**src/rtl/mpxwb_pkg.sv**
```systemverilog
package mpxwb_pkg;

  // number of beats kept in the register chain
  function automatic int hist_beats(input int win_pix, input int ppb);
    return (win_pix / ppb) - 1;
  endfunction

  // accepted beats that make up one row
  function automatic int row_beats(input int row_pix, input int ppb);
    return row_pix / ppb;
  endfunction

  // counter width able to hold 0 .. n-1
  function automatic int cnt_bits(input int n);
    return (n <= 2) ? 1 : $clog2(n);
  endfunction

endpackage

```
**src/rtl/mpxwb_rowpos.sv**
```systemverilog
module mpxwb_rowpos #(
  parameter int ROW_BEATS = 15,
  parameter int HIST      = 1,
  parameter int CW        = 4
) (
  input  logic          clk,
  input  logic          rst,
  input  logic          adv,
  output logic [CW-1:0] pos,
  output logic          wrap,
  output logic          warm
);
  localparam logic [CW-1:0] LAST   = CW'(ROW_BEATS - 1);
  localparam logic [CW:0]   HIST_V = (CW+1)'(HIST);

  assign wrap = adv && (pos == LAST);
  assign warm = ({1'b0, pos} >= HIST_V);

  always_ff @(posedge clk) begin
    if (rst) begin
      pos <= '0;
    end else if (adv) begin
      if (pos == LAST) pos <= '0;
      else             pos <= pos + 1'b1;
    end
  end
endmodule

```
**src/rtl/mpxwb_history.sv**
```systemverilog
module mpxwb_history #(
  parameter int BEAT_W = 16,
  parameter int HIST   = 1
) (
  input  logic                   clk,
  input  logic                   rst,
  input  logic                   shift,
  input  logic [BEAT_W-1:0]      din,
  output logic [HIST*BEAT_W-1:0] hist_flat
);
  // slice 0 is the oldest beat, slice HIST-1 the most recent
  for (genvar k = 0; k < HIST; k++) begin : g_stage
    logic [BEAT_W-1:0] nxt;
    if (k == HIST - 1) begin : g_tail
      assign nxt = din;
    end else begin : g_mid
      assign nxt = hist_flat[(k+1)*BEAT_W +: BEAT_W];
    end
    always_ff @(posedge clk) begin
      if (rst)        hist_flat[k*BEAT_W +: BEAT_W] <= '0;
      else if (shift) hist_flat[k*BEAT_W +: BEAT_W] <= nxt;
    end
  end
endmodule

```
**src/rtl/mpxwb_assemble.sv**
```systemverilog
module mpxwb_assemble #(
  parameter int BEAT_W = 16,
  parameter int HIST   = 1
) (
  input  logic [HIST*BEAT_W-1:0]     hist_flat,
  input  logic [BEAT_W-1:0]          cur,
  output logic [(HIST+1)*BEAT_W-1:0] win
);
  for (genvar b = 0; b <= HIST; b++) begin : g_slot
    if (b == HIST) begin : g_cur
      assign win[b*BEAT_W +: BEAT_W] = cur;
    end else begin : g_old
      assign win[b*BEAT_W +: BEAT_W] = hist_flat[b*BEAT_W +: BEAT_W];
    end
  end
endmodule

```
**src/rtl/mpx_window_buffer.sv**
```systemverilog
module mpx_window_buffer #(
  parameter int PIX_W        = 8,
  parameter int PIX_PER_BEAT = 2,
  parameter int WIN_PIX      = 4,
  parameter int ROW_PIX      = 30,
  parameter bit HAS_VALID    = 1'b1
) (
  input  logic                            clk,
  input  logic                            rst,
  input  logic                            en,
  input  logic [PIX_PER_BEAT*PIX_W-1:0]   pix_in,
  output logic [WIN_PIX*PIX_W-1:0]        win_out,
  output logic                            win_valid,
  output logic                            chain_valid
);
  import mpxwb_pkg::*;

  localparam int BEAT_W    = PIX_PER_BEAT * PIX_W;
  localparam int HIST      = hist_beats(WIN_PIX, PIX_PER_BEAT);
  localparam int ROW_BEATS = row_beats(ROW_PIX, PIX_PER_BEAT);
  localparam int CW        = cnt_bits(ROW_BEATS);

  // named internal events
  logic                   beat_accept;
  logic                   row_wrap;
  logic                   hist_full;
  logic [CW-1:0]          row_pos;
  logic [HIST*BEAT_W-1:0] hist_flat;

  assign beat_accept = en;

  mpxwb_rowpos #(.ROW_BEATS(ROW_BEATS), .HIST(HIST), .CW(CW)) u_pos (
    .clk(clk), .rst(rst), .adv(beat_accept),
    .pos(row_pos), .wrap(row_wrap), .warm(hist_full)
  );

  mpxwb_history #(.BEAT_W(BEAT_W), .HIST(HIST)) u_hist (
    .clk(clk), .rst(rst), .shift(beat_accept),
    .din(pix_in), .hist_flat(hist_flat)
  );

  mpxwb_assemble #(.BEAT_W(BEAT_W), .HIST(HIST)) u_asm (
    .hist_flat(hist_flat), .cur(pix_in), .win(win_out)
  );

  assign chain_valid = hist_full;

  if (HAS_VALID) begin : g_valid
    assign win_valid = beat_accept & hist_full;
  end else begin : g_novalid
    assign win_valid = 1'b0;
  end
endmodule

```
**config.mk**
```make
export PLATFORM = sky130hd
export DESIGN_NAME = mpx_window_buffer
export DESIGN_NICKNAME = d
export VERILOG_FILES = /design/src/rtl/mpxwb_pkg.sv /design/src/rtl/mpxwb_rowpos.sv /design/src/rtl/mpxwb_history.sv /design/src/rtl/mpxwb_assemble.sv /design/src/rtl/mpx_window_buffer.sv
export SDC_FILE = /design/constraint.sdc
export NUM_CORES = 1
export LEC_CHECK = 0
export CAP_MARGIN = 10
export CORE_AREA = 4 4 62 50
export CTS_BUF_LIST = sky130_fd_sc_hd__clkbuf_8
export CTS_CLUSTER_SIZE = 24
export DETAILED_ROUTE_END_ITERATION = 10
export DIE_AREA = 0 0 66 54
export PLACE_DENSITY = 0.89
export SLEW_MARGIN = 15
export SYNTH_ARGS = -nofsm -noshare
export SYNTH_HDL_FRONTEND = slang
export SYNTH_HIERARCHICAL = 1
export SYNTH_SLANG_ARGS = --single-unit
```
**constraint.sdc**
```tcl
create_clock -name clk -period 2.4 [get_ports clk]
set_input_delay 0.48 -clock clk [delete_from_list [all_inputs] [get_ports clk]]
set_output_delay 0.48 -clock clk [all_outputs]
set_load 0.02 [all_outputs]
```
Yosys cells after proc, flatten, opt, wreduce, memory -nomap -nowiden
Cells that the tools add are included.
{"block": "word_totals", "n_memories": 0, "out_inout_bits": 34, "latch_bits": 0, "wordCells": 7, "inputBits": 19, "regBits": 20, "rom_bits": 0, "ram_bits": 0}
{"block": "op_classes", "add_sub_neg": 1, "shifts": 0, "mux": 1, "div_mod_pow": 0, "n_eq_ne": 1, "bitwise": 1, "n_mul": 0, "reduce_logical": 0, "order_cmp": 1}
{"operator": "4-bit by 1-bit adder with 4-bit output (second input constant)", "count": 1}
{"operator": "4-bit equality test (second input constant)", "count": 1}
{"operator": "4-bit by 1-bit greater-or-equal comparator with 1-bit output (second input constant)", "count": 1}
{"operator": "4-bit two-way mux", "count": 1}
{"operator": "1-bit AND", "count": 1}

Logic depth before layout (Yosys ltp)
{"block": "logic_depth", "ltp_word": 2, "mapped_depth": 4, "depth_no_buf": 3}

Hierarchy
The synthesis kept the hierarchy.
{"mod": "mpxwb_history", "area_per_inst_um2": 580.6, "cells_per_inst": 52, "instances": 1}
{"mod": "mpxwb_assemble", "area_per_inst_um2": 240.2, "cells_per_inst": 32, "instances": 1}
{"mod": "mpxwb_rowpos", "area_per_inst_um2": 190.2, "cells_per_inst": 23, "instances": 1}
{"mod": "mpx_window_buffer", "area_per_inst_um2": 6.3, "cells_per_inst": 1, "instances": 1}

Worst setup path before layout
Ideal clock, no wire load.
{"block": "synth_path", "path_kind": "reg-to-output", "start": "register u_pos.pos[0]", "end": "output win_valid", "path_stages_with_launch": 3, "path_buffers": 0, "path_slack_ns": 0.674, "arrival_time_ns": 1.246, "required_time_ns": 1.920, "cell_sequence": "dfxtp_1 or4_1 and2_1"}
{"block": "synth_via", "elab_chain_cells": 2}
{"item": "start, declared", "line": "mpxwb_rowpos.sv:9", "rtl": "output logic [CW-1:0] pos,"}
{"item": "start signal, assigned", "line": "mpxwb_rowpos.sv:24", "rtl": "else pos <= pos + 1'b1;"}
{"item": "4-bit by 1-bit greater-or-equal comparator with 1-bit output", "line": "mpxwb_rowpos.sv:17", "rtl": "assign warm = ({1'b0, pos} >= HIST_V);"}
{"item": "via chain_valid", "line": "mpx_window_buffer.sv:14", "rtl": "output logic chain_valid"}
{"item": "1-bit AND", "line": "mpx_window_buffer.sv:49", "rtl": "assign win_valid = beat_accept & hist_full;"}
{"item": "end, declared", "line": "mpx_window_buffer.sv:13", "rtl": "output logic win_valid,"}
The timed path passes the listed nets, and every way through them passes these cells.

Worst setup path after layout
{"block": "layout_path", "start": "register u_pos.pos[0]", "end": "output win_valid"}
{"block": "layout_via", "elab_chain_cells": 2}
{"item": "4-bit by 1-bit greater-or-equal comparator with 1-bit output", "line": "mpxwb_rowpos.sv:17"}
{"item": "1-bit AND", "line": "mpx_window_buffer.sv:49"}
No other way between the ends.

==> summary.md <==
| Metric | Value |
|---|---|
| Transition time at the pin with the least slew margin | 0.721 ns |
| Number of pins exceeding their max-slew limit in the final report | 0 |
| Fillers | 236 |
| Mean Syn Cell Area | 9.46 um2 |
| Met3 layer usage reported by global route | under 10% |
| Post-CTS setup buffer count | 0 |
| Max rail drop VDD | 0.391 mV |
| Endpoint class of the critical path | primary output |
| Global-route wire length before repair | around 3200 um |
| Nets@finish | 148 |
| Maximum number of pins on one net before global-route repair | 23 |
| Number of max-capacitance violations reported | 0 |
| Class of the most critical hold timing path | flop to flop |
| Post-CTS Hold Fix Bufs | 0 |
| Kind of launch point of the worst setup path | flop |
| Cells after Synth | 107 |
| Global-route track usage on met1 | 12.1% |
| Via count normalized by instance count | 4.42 |
| GRT Resource Usage Total | between 10% and 20% |
| Area of combinational cells with multiple inputs | about 330 um2 |
| Leakage power | 0.000560 uW |
| Deepest clock path buffer count | 2 |
| Antenna diode count | 0 |
| Clock tree from TritonCTS | done |
| Root buffer cell | clkbuf_8 |
| Setup repair after global routing missed its margin | false |
| Met2 Resource Use GR | a little under a quarter |
| Most used routing layer in global routing | met2 |
| Number of detailed-routing iterations run before antenna repair | 4 |
| Boundary pin count | 53 |
| Hold Vio Cnt, Final | 0 |
| Weighted congestion at the end of routability-driven global placement | 0.619 |
| Part of the cycle the worst path needs | 96.4% |
| Number of sinks driven by the clock tree | 20 |
| Dpl cells | 160 |
| Horizontal die dimension | 66 um |
| Number of design-rule violations left by the first detailed-router iteration | 31 |
| CP max stage delay | between 0.5 and 0.6 ns |
| Number of setup violations in the final report | 0 |
| Skew final | about 0.0008 ns |
| Highest clock frequency the design can meet | approximately 430 MHz |
| Total Die Area | between 3000 and 4000 um2 |
| Setup TNS | 0 ns |
| Run status | completed |
| Via count | around 730 |
| Final routed wire length divided by cell count | 12.6 um |
| Critical-path maximum fanout | 7 |
| Number of rows created at floorplan | 16 |
| WP buf/inv | 1 |
| Worst slew margin relative to its limit | between 50% and 60% |
| Min Tclk post-route | approximately 2.3 ns |
| Layout cell share with drive strength beyond 1 | 4.69% |
| Slowest cell on the critical path | or4_1 |
| Die outline height | around 54 um |
| Remaining design rule violation count | 0 |
| Arrival time worst endpoint | 1.83 ns |
| Crit path cell chain | or4_1 > and2_1 > clkdlybuf4s50_1 |
| Number of nets still failing antenna checks after routing | 0 |
| Netlist Area Pre-Place | 1010 um2 |
| Number of buffers added by the clock tree synthesis step | 3 |
| Area growth syn-to-layout | 36.0% |
| Starting density of the core | 40.5% |
| Initial antenna violation count | 0 |
| Number of H-tree levels | 1 |
| Net Count, Synth | roughly 130 |
| Power density over the cells | 636 nW/um2 |
| Clock slew seen by the registers of the worst setup and hold paths | ~0.07 ns |
| # resized after CTS | 0 |
| Count of synthesis-stage warnings from yosys | 6 |
| Half-perimeter wire length of the detailed placement result | 1600 um |
| Clock latency reported for the late side of the worst-skew pair | between 0.2 and 0.3 ns |
| Path type of the worst setup path | flop to primary output |
| Kind of cell adding the most delay to the critical path | simple AND/OR/NAND/NOR gates |
| Total overflow reported by the global router | 0 |
| CP Data Required Time | between 1.5 and 2 ns |
| Storage element area | 400 um2 |
| Number of port buffers | 52 |
| Number of global-route vias before repair | slightly above 700 |
| Routed WL | 2060 um |
| Final Instance Count excl. Fillers | 164 |
| Core footprint | between 2000 and 3000 um2 |
==> registers in the layout (all words and copies together) (netlist names) <==
signal	cells
u_hist/hist_flat	16
u_pos/pos	4
==> cell type report <==
cell class                 instances  area share (%)
inverter                           1           0.273
clock inverter                     1            2.18
tap                               36            3.27
timing repair buffer              53            38.4
clock buffer                       3            3.00
multi-input combinational         50            23.8
sequential                        20            29.1
==> layout by cell type (no fill, tap or decap) <==
master           instances
mux2i_1                 17
dfxtp_1                 20
nor2_1                  17
and2_1                   1
a21oi_1                  4
or4_1                    1
and3_2                   1
nand3b_1                 3
clkbuf_8                 3
nand3_1                  2
o21ai_0                  1
bufinv_16                1
buf_4                    1
inv_1                    1
nand2_1                  2
clkdlybuf4s50_1         52
o211ai_1                 1
==> final timing paths <==
| path | from | to | slack [ns] | depth (start not counted) |
|---|---|---|---|---|
| setup / recovery | u_pos/pos[0] | win_valid | 0.09 | 3 |
| hold / removal | u_hist/hist_flat[15] | u_hist/hist_flat[15] | 0.49 | 2 |
| setup reg to reg | u_pos/pos[0] | u_pos/pos[3] | 1.48 | 3 |
| hold reg to reg | u_hist/hist_flat[15] | u_hist/hist_flat[15] | 0.49 | 2 |
==> power breakdown <==
| group | switching, uW | leakage (uW) | internal [uW] | total, uW |
|---|---|---|---|---|
| Sequential | 11.2 | 0.000165 | 350 | 361 |
| Clock | 105 | 0.0000357 | 222 | 328 |
| Combinational | 86.4 | 0.000359 | 99.9 | 186 |
==> worst min-delay path, cell delays in order (launching register included) <==
cell	delay, ns
dfxtp_1	0.33
mux2i_1	0.06
nor2_1	0.07
==> metal layers <==
layer	share of wire, %	wire (um)
met1	40	817
met2	51	1040
met3	9.3	192
met4	0.48	10
met5	0	0
==> stage by stage <==
stage | util, % | setup WS (ns) | hold slack (ns) | instance area, um2 | total power (uW)
after detailed placement | 52.2 | 0.222 | 0.481 | 1310 | 558
final | 55.0 | 0.0863 | 0.491 | 1380 | 875
after CTS | 55.0 | 0.0762 | 0.498 | 1380 | 890
after global routing | 55.0 | 0.00901 | 0.528 | 1380 | 913
after floorplan | - | 0.685 | 0.462 | 1010 | 495
after global placement | 52.2 | 0.222 | 0.474 | 1310 | 551
Power figures use the tool's default switching activity.
